===== src/rtl/rxm_pkg.sv =====
package rxm_pkg;

   localparam int RXM_MODE_W = 3;

   typedef enum logic [RXM_MODE_W-1:0] {
      RXM_OFF          = 3'd0,
      RXM_RSVD         = 3'd1,
      RXM_FIRST_EITHER = 3'd2,
      RXM_ANY_EITHER   = 3'd3,
      RXM_FIRST_PAIR   = 3'd4,
      RXM_ANY_PAIR     = 3'd5,
      RXM_FIRST_MASKED = 3'd6,
      RXM_ANY_MASKED   = 3'd7
   } rxm_mode_e;

   typedef struct packed {
      logic eq_a;
      logic eq_b;
      logic eq_masked;
   } rxm_cmp_t;

   typedef struct packed {
      logic first;
      logic second;
      logic prev_a;
   } rxm_pos_t;

endpackage


===== src/rtl/rxm_compare.sv =====
module rxm_compare
   import rxm_pkg::*;
#(
   parameter int WORD_W    = 16,
   parameter bit MASKED_EN = 1'b1
) (
   input  logic [WORD_W-1:0] word_i,
   input  logic [WORD_W-1:0] pat_a_i,
   input  logic [WORD_W-1:0] pat_b_i,
   output rxm_cmp_t          cmp_o
);

   if (WORD_W < 1) begin : g_bad_width
      $error("rxm_compare: WORD_W must be at least 1");
   end

   logic masked_hit;

   if (MASKED_EN) begin : g_masked
      logic [WORD_W-1:0] diff;
      // A bit counts only where pattern B holds a one.
      assign diff       = (word_i ^ pat_a_i) & pat_b_i;
      assign masked_hit = (diff == '0);
   end else begin : g_no_masked
      assign masked_hit = 1'b0;
   end

   always_comb begin
      cmp_o.eq_a      = (word_i == pat_a_i);
      cmp_o.eq_b      = (word_i == pat_b_i);
      cmp_o.eq_masked = masked_hit;
   end

endmodule


===== src/rtl/rxm_position.sv =====
module rxm_position
   import rxm_pkg::*;
(
   input  logic     clk_i,
   input  logic     rst_ni,
   input  logic     valid_i,
   input  logic     frame_start_i,
   input  logic     eq_a_i,
   output rxm_pos_t pos_o
);

   // Position only needs to tell first, second and later words apart.
   localparam int POS_W   = 2;
   localparam logic [POS_W-1:0] POS_LATE = POS_W'(2);

   logic [POS_W-1:0] cnt_q;
   logic [POS_W-1:0] cnt_eff;
   logic             prev_q;
   logic             prev_eff;

   always_comb begin
      cnt_eff      = frame_start_i ? '0 : cnt_q;
      prev_eff     = frame_start_i ? 1'b0 : prev_q;
      pos_o.first  = (cnt_eff == POS_W'(0));
      pos_o.second = (cnt_eff == POS_W'(1));
      pos_o.prev_a = prev_eff;
   end

   always_ff @(posedge clk_i or negedge rst_ni) begin
      if (!rst_ni) begin
         cnt_q  <= '0;
         prev_q <= 1'b0;
      end else if (valid_i) begin
         cnt_q  <= (cnt_eff == POS_LATE) ? POS_LATE : cnt_eff + POS_W'(1);
         prev_q <= eq_a_i;
      end else if (frame_start_i) begin
         cnt_q  <= '0;
         prev_q <= 1'b0;
      end
   end

endmodule


===== src/rtl/rxm_select.sv =====
module rxm_select
   import rxm_pkg::*;
(
   input  logic [RXM_MODE_W-1:0] mode_i,
   input  logic                  valid_i,
   input  rxm_cmp_t              cmp_i,
   input  rxm_pos_t              pos_i,
   output logic                  hit_o
);

   rxm_mode_e mode;
   logic      cond;

   always_comb begin
      mode = rxm_mode_e'(mode_i);
      unique case (mode)
         RXM_FIRST_EITHER: cond = pos_i.first & (cmp_i.eq_a | cmp_i.eq_b);
         RXM_ANY_EITHER:   cond = cmp_i.eq_a | cmp_i.eq_b;
         RXM_FIRST_PAIR:   cond = pos_i.second & pos_i.prev_a & cmp_i.eq_b;
         RXM_ANY_PAIR:     cond = pos_i.prev_a & cmp_i.eq_b;
         RXM_FIRST_MASKED: cond = pos_i.first & cmp_i.eq_masked;
         RXM_ANY_MASKED:   cond = cmp_i.eq_masked;
         default:          cond = 1'b0;
      endcase
      hit_o = valid_i & cond;
   end

endmodule


===== src/rtl/rxm_flag.sv =====
module rxm_flag (
   input  logic clk_i,
   input  logic rst_ni,
   input  logic set_i,
   input  logic clr_i,
   output logic flag_o
);

   logic flag_q;

   // A set arriving with a clear wins.
   always_ff @(posedge clk_i or negedge rst_ni) begin
      if (!rst_ni) flag_q <= 1'b0;
      else         flag_q <= set_i | (flag_q & ~clr_i);
   end

   assign flag_o = flag_q;

endmodule


===== src/rtl/rxm_detect.sv =====
module rxm_detect
   import rxm_pkg::*;
#(
   parameter int WORD_W    = 16,
   parameter bit MASKED_EN = 1'b1
) (
   input  logic                  clk_i,
   input  logic                  rst_ni,
   input  logic [WORD_W-1:0]     rx_word_i,
   input  logic                  rx_valid_i,
   input  logic                  frame_start_i,
   input  logic [RXM_MODE_W-1:0] mode_i,
   input  logic [WORD_W-1:0]     pat_a_i,
   input  logic [WORD_W-1:0]     pat_b_i,
   input  logic                  flag_clr_i,
   output logic                  match_o
);

   rxm_cmp_t cmp;
   rxm_pos_t pos;
   logic     hit;

   rxm_compare #(.WORD_W(WORD_W), .MASKED_EN(MASKED_EN)) u_cmp (
      .word_i  (rx_word_i),
      .pat_a_i (pat_a_i),
      .pat_b_i (pat_b_i),
      .cmp_o   (cmp)
   );

   rxm_position u_pos (
      .clk_i         (clk_i),
      .rst_ni        (rst_ni),
      .valid_i       (rx_valid_i),
      .frame_start_i (frame_start_i),
      .eq_a_i        (cmp.eq_a),
      .pos_o         (pos)
   );

   rxm_select u_sel (
      .mode_i  (mode_i),
      .valid_i (rx_valid_i),
      .cmp_i   (cmp),
      .pos_i   (pos),
      .hit_o   (hit)
   );

   rxm_flag u_flag (
      .clk_i  (clk_i),
      .rst_ni (rst_ni),
      .set_i  (hit),
      .clr_i  (flag_clr_i),
      .flag_o (match_o)
   );

endmodule


===== config.mk =====
export PLATFORM = sky130hd
export DESIGN_NAME = rxm_detect
export DESIGN_NICKNAME = d
export VERILOG_FILES = /design/src/rtl/rxm_pkg.sv /design/src/rtl/rxm_compare.sv /design/src/rtl/rxm_position.sv /design/src/rtl/rxm_select.sv /design/src/rtl/rxm_flag.sv /design/src/rtl/rxm_detect.sv
export SDC_FILE = /design/constraint.sdc
export NUM_CORES = 1
export LEC_CHECK = 0
export BUFFER_PORTS_ARGS = -buffer_cell sky130_fd_sc_hd__buf_2
export CAP_MARGIN = 20
export CORE_MARGIN = 3
export CORE_UTILIZATION = 40
export CTS_CLUSTER_DIAMETER = 150
export DETAILED_ROUTE_END_ITERATION = 8
export PLACE_DENSITY_LB_ADDON = 0.2
export SYNTH_ARGS = -nofsm -noshare
export SYNTH_HDL_FRONTEND = slang
export SYNTH_SLANG_ARGS = --single-unit
export TNS_END_PERCENT = 100

===== constraint.sdc =====
create_clock -name clk_i -period 3.1 [get_ports clk_i]
set_clock_uncertainty 0.15 [all_clocks]
set_input_delay 0.31 -clock clk_i [delete_from_list [all_inputs] [get_ports clk_i]]
set_output_delay 0.31 -clock clk_i [all_outputs]
set_load 0.02 [all_outputs]

After elaboration in Yosys (flattened, before gate mapping)
Cells that the tools add are included.

word-level totals
  register bits after elaboration = 4
  input port bits = 56
  output and inout port bits = 1
  word-level logic and storage cells = 34

cells by class
  $add $sub $neg = 1
  equality and inequality tests = 10
  mux-type cells = 6
  bitwise operators = 12
  reductions and logical operators = 2

operator list
  cell                                            number
  == test 16 bit                                  2
  AND 16 bit                                      1
  zero test 16 bit                                1
  bitwise XOR 16 bit                              1
  == test 3 bit (second input constant)           4
  AND 1 bit                                       7
  == test 3 x 2 -> 1 bit (second input constant)  2
  two-way mux 2 bit                               3
  one-hot mux 1 bit (6 select lines)              1
  adder 2 x 1 -> 2 bit (second input constant)    1
  == test 2 x 1 -> 1 bit (second input constant)  1
  == test 2 bit (second input constant)           1
  zero test 2 bit                                 1
  two-way mux 1 bit                               2
  bitwise OR 1 bit                                2
  inverter 1 bit                                  1

Longest topological paths before layout
Gate-level depths: netlist (run 1).

  depth in word-level cells = 7
  mapped depth = 8
  gate-level depth less buffers = 8

Modules after synthesis
A second synthesis (run 1) with hierarchy kept.

unflattened totals
  cells, all modules = 78
  area, all modules = 668.1 um2

by module, submodules not included
  module        times used  cells each  area each (um2)
  rxm_compare   1           57          439.2
  rxm_position  1           12          153.9
  rxm_select    1           6           38.8
  rxm_flag      1           3           36.3

Least setup slack after synthesis (run 1)
Ideal clock, no wire load.

  path type = input port to flip-flop
  start = input rx_word_i[13]
  end = register u_flag.flag_q, in the netlist u_flag.flag_o
  arrival time = 1587 ps
  required time = 2884 ps
  setup slack = 1296 ps
  cell stages on the path = 6
  buffers on the path = 0
  cell sequence = xor2_1 -> nor4_1 -> nand4_1 -> or4_1 -> o211ai_1 -> a41o_1

on the way
  word-level cells in the longest chain between the ends = 7
  elaborated cells between the ends (all ways) = 13

RTL lines
  item                                  RTL line           text
  start: declaration                    rxm_detect.sv:9    input logic [WORD_W-1:0] rx_word_i,
  bitwise XOR 16 bit                    rxm_compare.sv:22  assign diff = (word_i ^ pat_a_i) & pat_b_i;
  AND 16 bit                            rxm_compare.sv:22
  zero test 16 bit                      rxm_compare.sv:23  assign masked_hit = (diff == '0);
  AND 1 bit                             rxm_select.sv:21   RXM_FIRST_MASKED: cond = pos_i.first & cmp_i.eq_masked;
  one-hot mux 1 bit (6 select lines) *  rxm_select.sv:16   unique case (mode)
  AND 1 bit *                           rxm_select.sv:25   hit_o = valid_i & cond;
  bitwise OR 1 bit *                    rxm_flag.sv:14     else flag_q <= set_i | (flag_q & ~clr_i);
  end signal: assignment                rxm_flag.sv:14
  end: declaration                      rxm_flag.sv:9      logic flag_q;

Every way passes the cells marked *; elsewhere a longest branch is shown, timed or not.

Final worst setup path (run 1)
  start = input rx_word_i[5]
  end = register u_flag.flag_q, in the netlist u_flag.flag_o

The elaborated chain is that of the path after synthesis.

==> results of run 1 <==
[flip-flops by register name, indices dropped and copies added (netlist names)]
signal and flops:
u_pos.cnt_q 2, u_flag.flag_o 1, u_pos.prev_q 1
[worst max-delay path: stages]
cell and delay (ns):
buf_2 0.11, xor2_1 0.15, nor4_1 0.31, nand4_1 0.15, or4_1 0.52, o211ai_1 0.10
a41o_1 0.20
[where the power goes]
group          internal, W  switching [W]  leakage, nW
logic            0.0000596      0.0000604        0.449
clock network    0.0000435      0.0000239       0.0138
registers        0.0000567     0.00000106       0.0525
total             0.000160      0.0000854        0.516
[metal layers]
metal | track usage (%) | vias up | routed length, um
li1 | - | 414 | -
met1 | 22.35 | 354 | 826
met2 | 31.59 | 37 | 955
met3 | 4.688 | 2 | 175
met4 | 4.972 | 0 | 10
met5 | 0 | - | 0
[final timing paths]
kind / slack (ns) / start / to / depth (start not counted)
max in group asynchronous: 2.44 / rst_ni / u_flag.flag_o / 2
min in group asynchronous: 0.24 / rst_ni / u_pos.cnt_q[1] / 2
setup reg to reg: 1.37 / u_pos.cnt_q[0] / u_flag.flag_o / 8
hold reg to reg: 0.44 / u_pos.cnt_q[1] / u_pos.cnt_q[1] / 2
setup / recovery: 1.25 / rx_word_i[5] / u_flag.flag_o / 7
hold / removal: 0.18 / rx_valid_i / u_pos.cnt_q[1] / 2
[stage by stage]
step | hold WS, ns | area, um^2
finish | 0.1828 | 996.0
global route | 0.1950 | 996.0
CTS | 0.1959 | 996.0
detailed placement | -0.03573 | 963.4
global placement | -0.03274 | 963.4
floorplan | -0.1356 | 663.1
[kinds of logic after synthesis]
family | share of synthesized area (%)
XOR/XNOR | 42.26
AND/OR/NAND/NOR | 20.19
AO/OA/AOI/OAI | 16.04
flip-flops | 15.09
buffers and inverters | 1.132
adder cells (fa/ha/maj) | 3.773
multiplexers | 1.509
[layout make-up]
class	count	area [um^2]	area share, %
Clock buffer	3	22.52	2.261
Sequential cell	4	100.1	10.05
Multi-Input combinational cell	73	555.5	55.78
Timing Repair Buffer	57	290.3	29.15
Tap cell	16	20.02	2.010
Inverter	2	7.507	0.7538
[cell usage after synthesis]
cell type / instances / area (um^2)
a221oi_1: 2 / 17.52
a222oi_1: 1 / 10.01
a22o_1: 1 / 8.760
a22oi_1: 4 / 30.03
a41o_1: 1 / 10.01
dfrtp_1: 4 / 100.1
ha_1: 2 / 25.02
inv_1: 2 / 7.510
mux2i_1: 1 / 10.01
nand2_1: 5 / 18.77
nand2b_1: 1 / 6.260
nand4_1: 3 / 18.77
nor2_1: 3 / 11.26
nor2b_1: 2 / 12.51
nor4_1: 8 / 50.05
o211ai_1: 2 / 15.01
o21ai_0: 3 / 15.01
or2b_2: 1 / 8.760
or4_1: 1 / 7.510
xor2_1: 32 / 280.3
[timing repair]
item	CTS	global route
endpoints found under the hold margin	4	0
resized for setup	0	0
hold buffers	1	0
==> summary.md, run 1 <==
| Metric | Value |
|---|---|
| Run status | `completed` |
| Critical setup path kind | `primary input to register` |
| Leading cell type in the layout, fill and taps excluded | `buf_2` |
| Die extent in y | `46.72 um` |
| Yosys warning total | `0` |
| Number of port buffers | `56` |
| CP max FO | `2` |
| Total number of clock tree sinks | `4` |
| Element type at the critical path start | `primary input` |
| Power density over the cells | `246.2 nW/um^2` |
| Residual antenna-violating net count after detailed routing | `0` |
| Final Hold Viols | `0` |
| Core utilization of the finished layout | `64.61%` |
| Vias per cell | `5.206` |
| Worst Setup Slack post-DPL | `1.026 ns` |
| Total track usage | `18.27%` |
| Worst max-slew margin expressed relative to the limit | `78.37%` |
| Routed length per placed instance | `12.70 um` |
| Kind of capture point of the worst setup path | `register` |
| Data arrival time at the worst-slack endpoint | `1.86 ns` |
| Distinct cell type count of the synthesized netlist | `20` |
| First DRT Iteration DRCs | `7` |
| Count of H-tree levels built during CTS | `1` |
| Crit share post-route | `59.53%` |
| Layout cell share with drive strength beyond 1 | `43.17%` |
| Largest buffer count on any clock path | `2` |
| TritonCTS Buffers | `3` |
| Commonest non-fill, non-tap cells in the layout | `56 x buf_2, 32 x xor2_1, 8 x nor4_1` |
| Achievable frequency | `0.5419 GHz` |
| CTS tree | `done` |
| GR Overflow Total | `0` |
| Syn-to-layout area delta | `50.19%` |
| Count of unresolved DRC violations after routing | `0` |
| RSZ-0062 raised after global routing | `no` |
| Register bit count reported by yosys | `4` |
| Pin count of the biggest net entering global routing | `7` |
| Final sum of negative setup slack | `0 ns` |
| Mean area per synthesized cell | `8.394 um^2` |
| Fill cells | `137` |
| Gp weighted congestion | `0.8088` |
| Final non-filler cell total | `155` |
| # setup viols final | `0` |
| Vias after detailed routing | `807` |
| Cell leakage power | `0.5157 nW` |
| Clk Tree Root Cell | `clkbuf_4` |
| Pins over their slew limit | `0` |
| Hold crit path type | `primary input to register` |
| Total power | `0.0002452 W` |
| Iteration count of the initial detailed-routing pass | `4` |
| Reported max-cap violation count | `0` |
| Global-route wire length before repair | `2815 um` |
| Number of global-route vias before repair | `718` |
| Diodes inserted | `0` |
| Die Area | `2182 um^2` |
| Required time reported for the critical path endpoint | `3.12 ns` |
| Num ports | `57` |
| Clock transition at the registers of the reported paths | `0.04 ns` |
| Initial core utilization | `43.02%` |
| Share of the yosys chip area belonging to registers | `15.09%` |
| Worst-Margin Slew | `0.3245 ns` |
| Total length of routed wires | `1968 um` |
| Clock latency reported for the late side of the worst-skew pair | `0.24 ns` |
| Maximum ir drop on the vdd rail | `0.0001749 V` |
| Instance count of the mapped netlist | `79` |
| Cell Area, Synth | `663.1 um^2` |
| Initial antenna violation count | `0` |
| Post-route setup slack | `1.255 ns` |
| Die width | `46.72 um` |
| Nets | `199` |
| Floorplan core area | `1541 um^2` |
| Number of cells in the design after placement | `151` |
| Row count | `14` |
| Number of buffers inserted to repair setup after CTS | `0` |
| Post-synthesis net count | `137` |
| Min Tclk post-route | `1.845 ns` |
| HPWL after detailed placement | `1709 um` |
No activity file was read; power rests on OpenSTA's default activity.
==> run 2, diff against run 1 <==
--- a/config.mk
+++ b/config.mk
@@ -8,7 +8,7 @@
 export BUFFER_PORTS_ARGS = -buffer_cell sky130_fd_sc_hd__buf_2
 export CAP_MARGIN = 20
 export CORE_MARGIN = 3
-export CORE_UTILIZATION = 40
+export CORE_UTILIZATION = 37
 export CTS_CLUSTER_DIAMETER = 150
 export DETAILED_ROUTE_END_ITERATION = 8
 export PLACE_DENSITY_LB_ADDON = 0.2
==> constraint.sdc (replaced) <==
create_clock -name clk_i -period 1.7 [get_ports clk_i]
set_clock_uncertainty 0.15 [all_clocks]
set_input_delay 0.17 -clock clk_i [delete_from_list [all_inputs] [get_ports clk_i]]
set_output_delay 0.17 -clock clk_i [all_outputs]
set_load 0.02 [all_outputs]
==> summary.md, run 2 (synthesis results as in run 1) <==
| Metric | Value |
|---|---|
| Fill cells | `136 (-0.73%)` |
| Placed cell areas | `1146 um^2 (+19%)` |
| Final non-filler cell total | `188 (+21%)` |
| Worst setup path start | `u_pos.cnt_q[0]` |
| Commonest non-fill, non-tap cells in the layout | `56 x buf_2, 32 x xor2_1, 25 x buf_4` |
| Clock network fraction of design power | `23.0% (-4.5 points)` |
| Nets | `224 (+13%)` |
| Iteration count of the initial detailed-routing pass | `5 (+1)` |
| Origin of the critical flop-to-flop path | `u_pos.cnt_q[0]` |
| Total length of routed wires | `2404 um (+22%)` |
| Worst max-slew margin expressed relative to the limit | `79.39% (+1.0 points)` |
| Total number of clock tree sinks | `4 (unchanged)` |
| Die Area | `2336 um^2 (+7.1%)` |
| Largest buffer count on any clock path | `2 (unchanged)` |
| Row count | `14 (unchanged)` |
| GR Overflow Total | `0 (unchanged)` |
| Pins over their slew limit | `0 (unchanged)` |
| Global-route wire length before repair | `3988 um (+42%)` |
| Critical setup path kind | `register to register` |
| Die extent in y | `48.34 um (+3.5%)` |
| CP max FO | `2 (unchanged)` |
| Run status | `completed` |
| Diodes inserted | `0 (unchanged)` |
| Achievable frequency | `0.6076 GHz` |
| Cell leakage power | `0.6477 nW (+26%)` |
| Clock transition at the registers of the reported paths | `0.04 ns (about the same)` |
| Clk Tree Root Cell | `clkbuf_4` |
| Number of flip-flops under the largest register name | `2 (unchanged)` |
| Worst-Margin Slew | `0.3091 ns (-0.01542 ns)` |
| Routed length per placed instance | `12.79 um (+0.71%)` |
| RSZ-0062 raised after global routing | `yes` |
| Most flop-heavy register | `u_pos.cnt_q` |
| First DRT Iteration DRCs | `14 (+7)` |
| Worst Setup Slack post-DPL | `-0.2884 ns (-1.314 ns)` |
| Initial antenna violation count | `0 (unchanged)` |
| Data arrival time at the worst-slack endpoint | `1.67 ns (-0.19 ns)` |
| Kind of capture point of the worst setup path | `register` |
| Maximum ir drop on the vdd rail | `0.0005469 V (+210%)` |
| Required time reported for the critical path endpoint | `1.72 ns (-1.40 ns)` |
| Initial core utilization | `41.60% (-1.4 points)` |
| Leading cell type in the layout, fill and taps excluded | `buf_2` |
| Worst Hold Launch | `rx_valid_i` |
| Clock latency reported for the late side of the worst-skew pair | `0.23 ns (about the same)` |
| Syn-to-layout area delta | `87.36%` |
| Power density over the cells | `415.2 nW/um^2 (+69%)` |
| Reported max-cap violation count | `0 (unchanged)` |
| Total track usage | `20.83% (+2.6 points)` |
| Cell internal pwr | `0.0003391 W (+110%)` |
| Count of unresolved DRC violations after routing | `0 (unchanged)` |
| Number of cells in the design after placement | `182 (+21%)` |
| Number of global-route vias before repair | `982 (+37%)` |
| CTS tree | `done` |
| Layout cell share with drive strength beyond 1 | `56.71% (+14 points)` |
| Element type at the critical path start | `register` |
| Residual antenna-violating net count after detailed routing | `0 (unchanged)` |
| Total net switching power | `0.0001768 W (+110%)` |
| Number of port buffers | `56 (unchanged)` |
| Hold crit path type | `primary input to register` |
| Post-route setup slack | `0.05431 ns (-1.200 ns)` |
| Crit share post-route | `96.81%` |
| Sequential Power Share | `21.0% (-2.6 points)` |
| Final sum of negative setup slack | `0 ns (unchanged)` |
| Vias per cell | `4.941 (-5.1%)` |
| TritonCTS Buffers | `3 (unchanged)` |
| HPWL after detailed placement | `2040 um (+19%)` |
| # setup viols final | `0 (unchanged)` |
| Count of H-tree levels built during CTS | `1 (unchanged)` |
| Pin count of the biggest net entering global routing | `7 (unchanged)` |
| Vias after detailed routing | `929 (+15%)` |
| Min Tclk post-route | `1.646 ns` |
| Die width | `48.34 um (+3.5%)` |
| Switching Fraction | `34.27% (-0.54 points)` |
| Gp weighted congestion | `0.8608 (+6.4%)` |
| Final instance area | `1242 um^2 (+25%)` |
| Part of the total power dissipated in combinational logic | `56.0% (+7.0 points)` |
| Floorplan core area | `1594 um^2 (+3.4%)` |
| Final Hold Viols | `0 (unchanged)` |
| Num ports | `57 (unchanged)` |
[run 2: through the flow]
step	hold WS, ns	power, W	utilization [%]
finish	0.05540	0.0005159	77.94
global placement	-0.1717	0.0003615	71.90
CTS	0.04524	0.0005026	75.35
detailed placement	-0.1733	0.0003693	71.90
floorplan	-0.2756	0.0002103	-
global route	0.06136	0.0005607	77.94
[run 2: path summary, 6_finish.rpt]
path,end,slack (ns),cells past startpoint
setup / recovery,u_flag.flag_o,0.05,8
hold / removal,u_pos.cnt_q[1],0.06,2
setup reg to reg,u_flag.flag_o,0.05,8
hold reg to reg,u_pos.cnt_q[1],0.45,2
max in group asynchronous,u_pos.cnt_q[0],1.17,2
min in group asynchronous,u_pos.prev_q,0.11,2
[run 2: repair_timing]
| item | CTS | global route |
|---|---|---|
| setup endpoints to repair | 1 | 1 |
| hold buffers | 1 | 0 |
| gates resized for setup | 3 | 7 |
| endpoints found under the hold margin | 4 | 0 |
| gates cloned | 0 | 0 |
| pin swaps | 5 | 7 |
| buffers inserted | 1 | 1 |
[run 2: critical path: stages, from the launching register on]
cell and delay, ns:
dfrtp_1 0.36, nor2b_4 0.13, inv_2 0.06, ha_4 0.13
nor2_2 0.03, a221oi_2 0.21, nand4_1 0.13, o211ai_1 0.19
a41o_1 0.18
[run 2: metal layers]
| metal | up-vias | global-route usage (%) | share of wire, % |
|---|---|---|---|
| met2 | 48 | 38.07 | 51 |
| met4 | 0 | 8.531 | 2.0 |
| met3 | 6 | 3.988 | 8.4 |
| li1 | 462 | - | - |
| met1 | 413 | 23.54 | 39 |
| met5 | - | 0 | 0 |
[run 2: power by group through the flow]
stage	Clock [W]	Combinational [W]	Sequential (W)
3_3_place_gp	0	0.000255	0.000107
5_1_grt	0.000135	0.000317	0.000109
2_1_floorplan	0	0.000102	0.000109
3_5_place_dp	0	0.000263	0.000107
4_1_cts	0.000126	0.000272	0.000105
6_report	0.000119	0.000289	0.000108
[run 2: cell type report]
| class | instances | area [um^2] | share of cell area, % |
|---|---|---|---|
| Inverter | 2 | 7.507 | 0.6042 |
| Sequential cell | 4 | 100.1 | 8.056 |
| Timing Repair Buffer | 82 | 478.0 | 38.47 |
| Tap cell | 24 | 30.03 | 2.417 |
| Clock buffer | 3 | 22.52 | 1.813 |
| Multi-Input combinational cell | 73 | 604.3 | 48.64 |
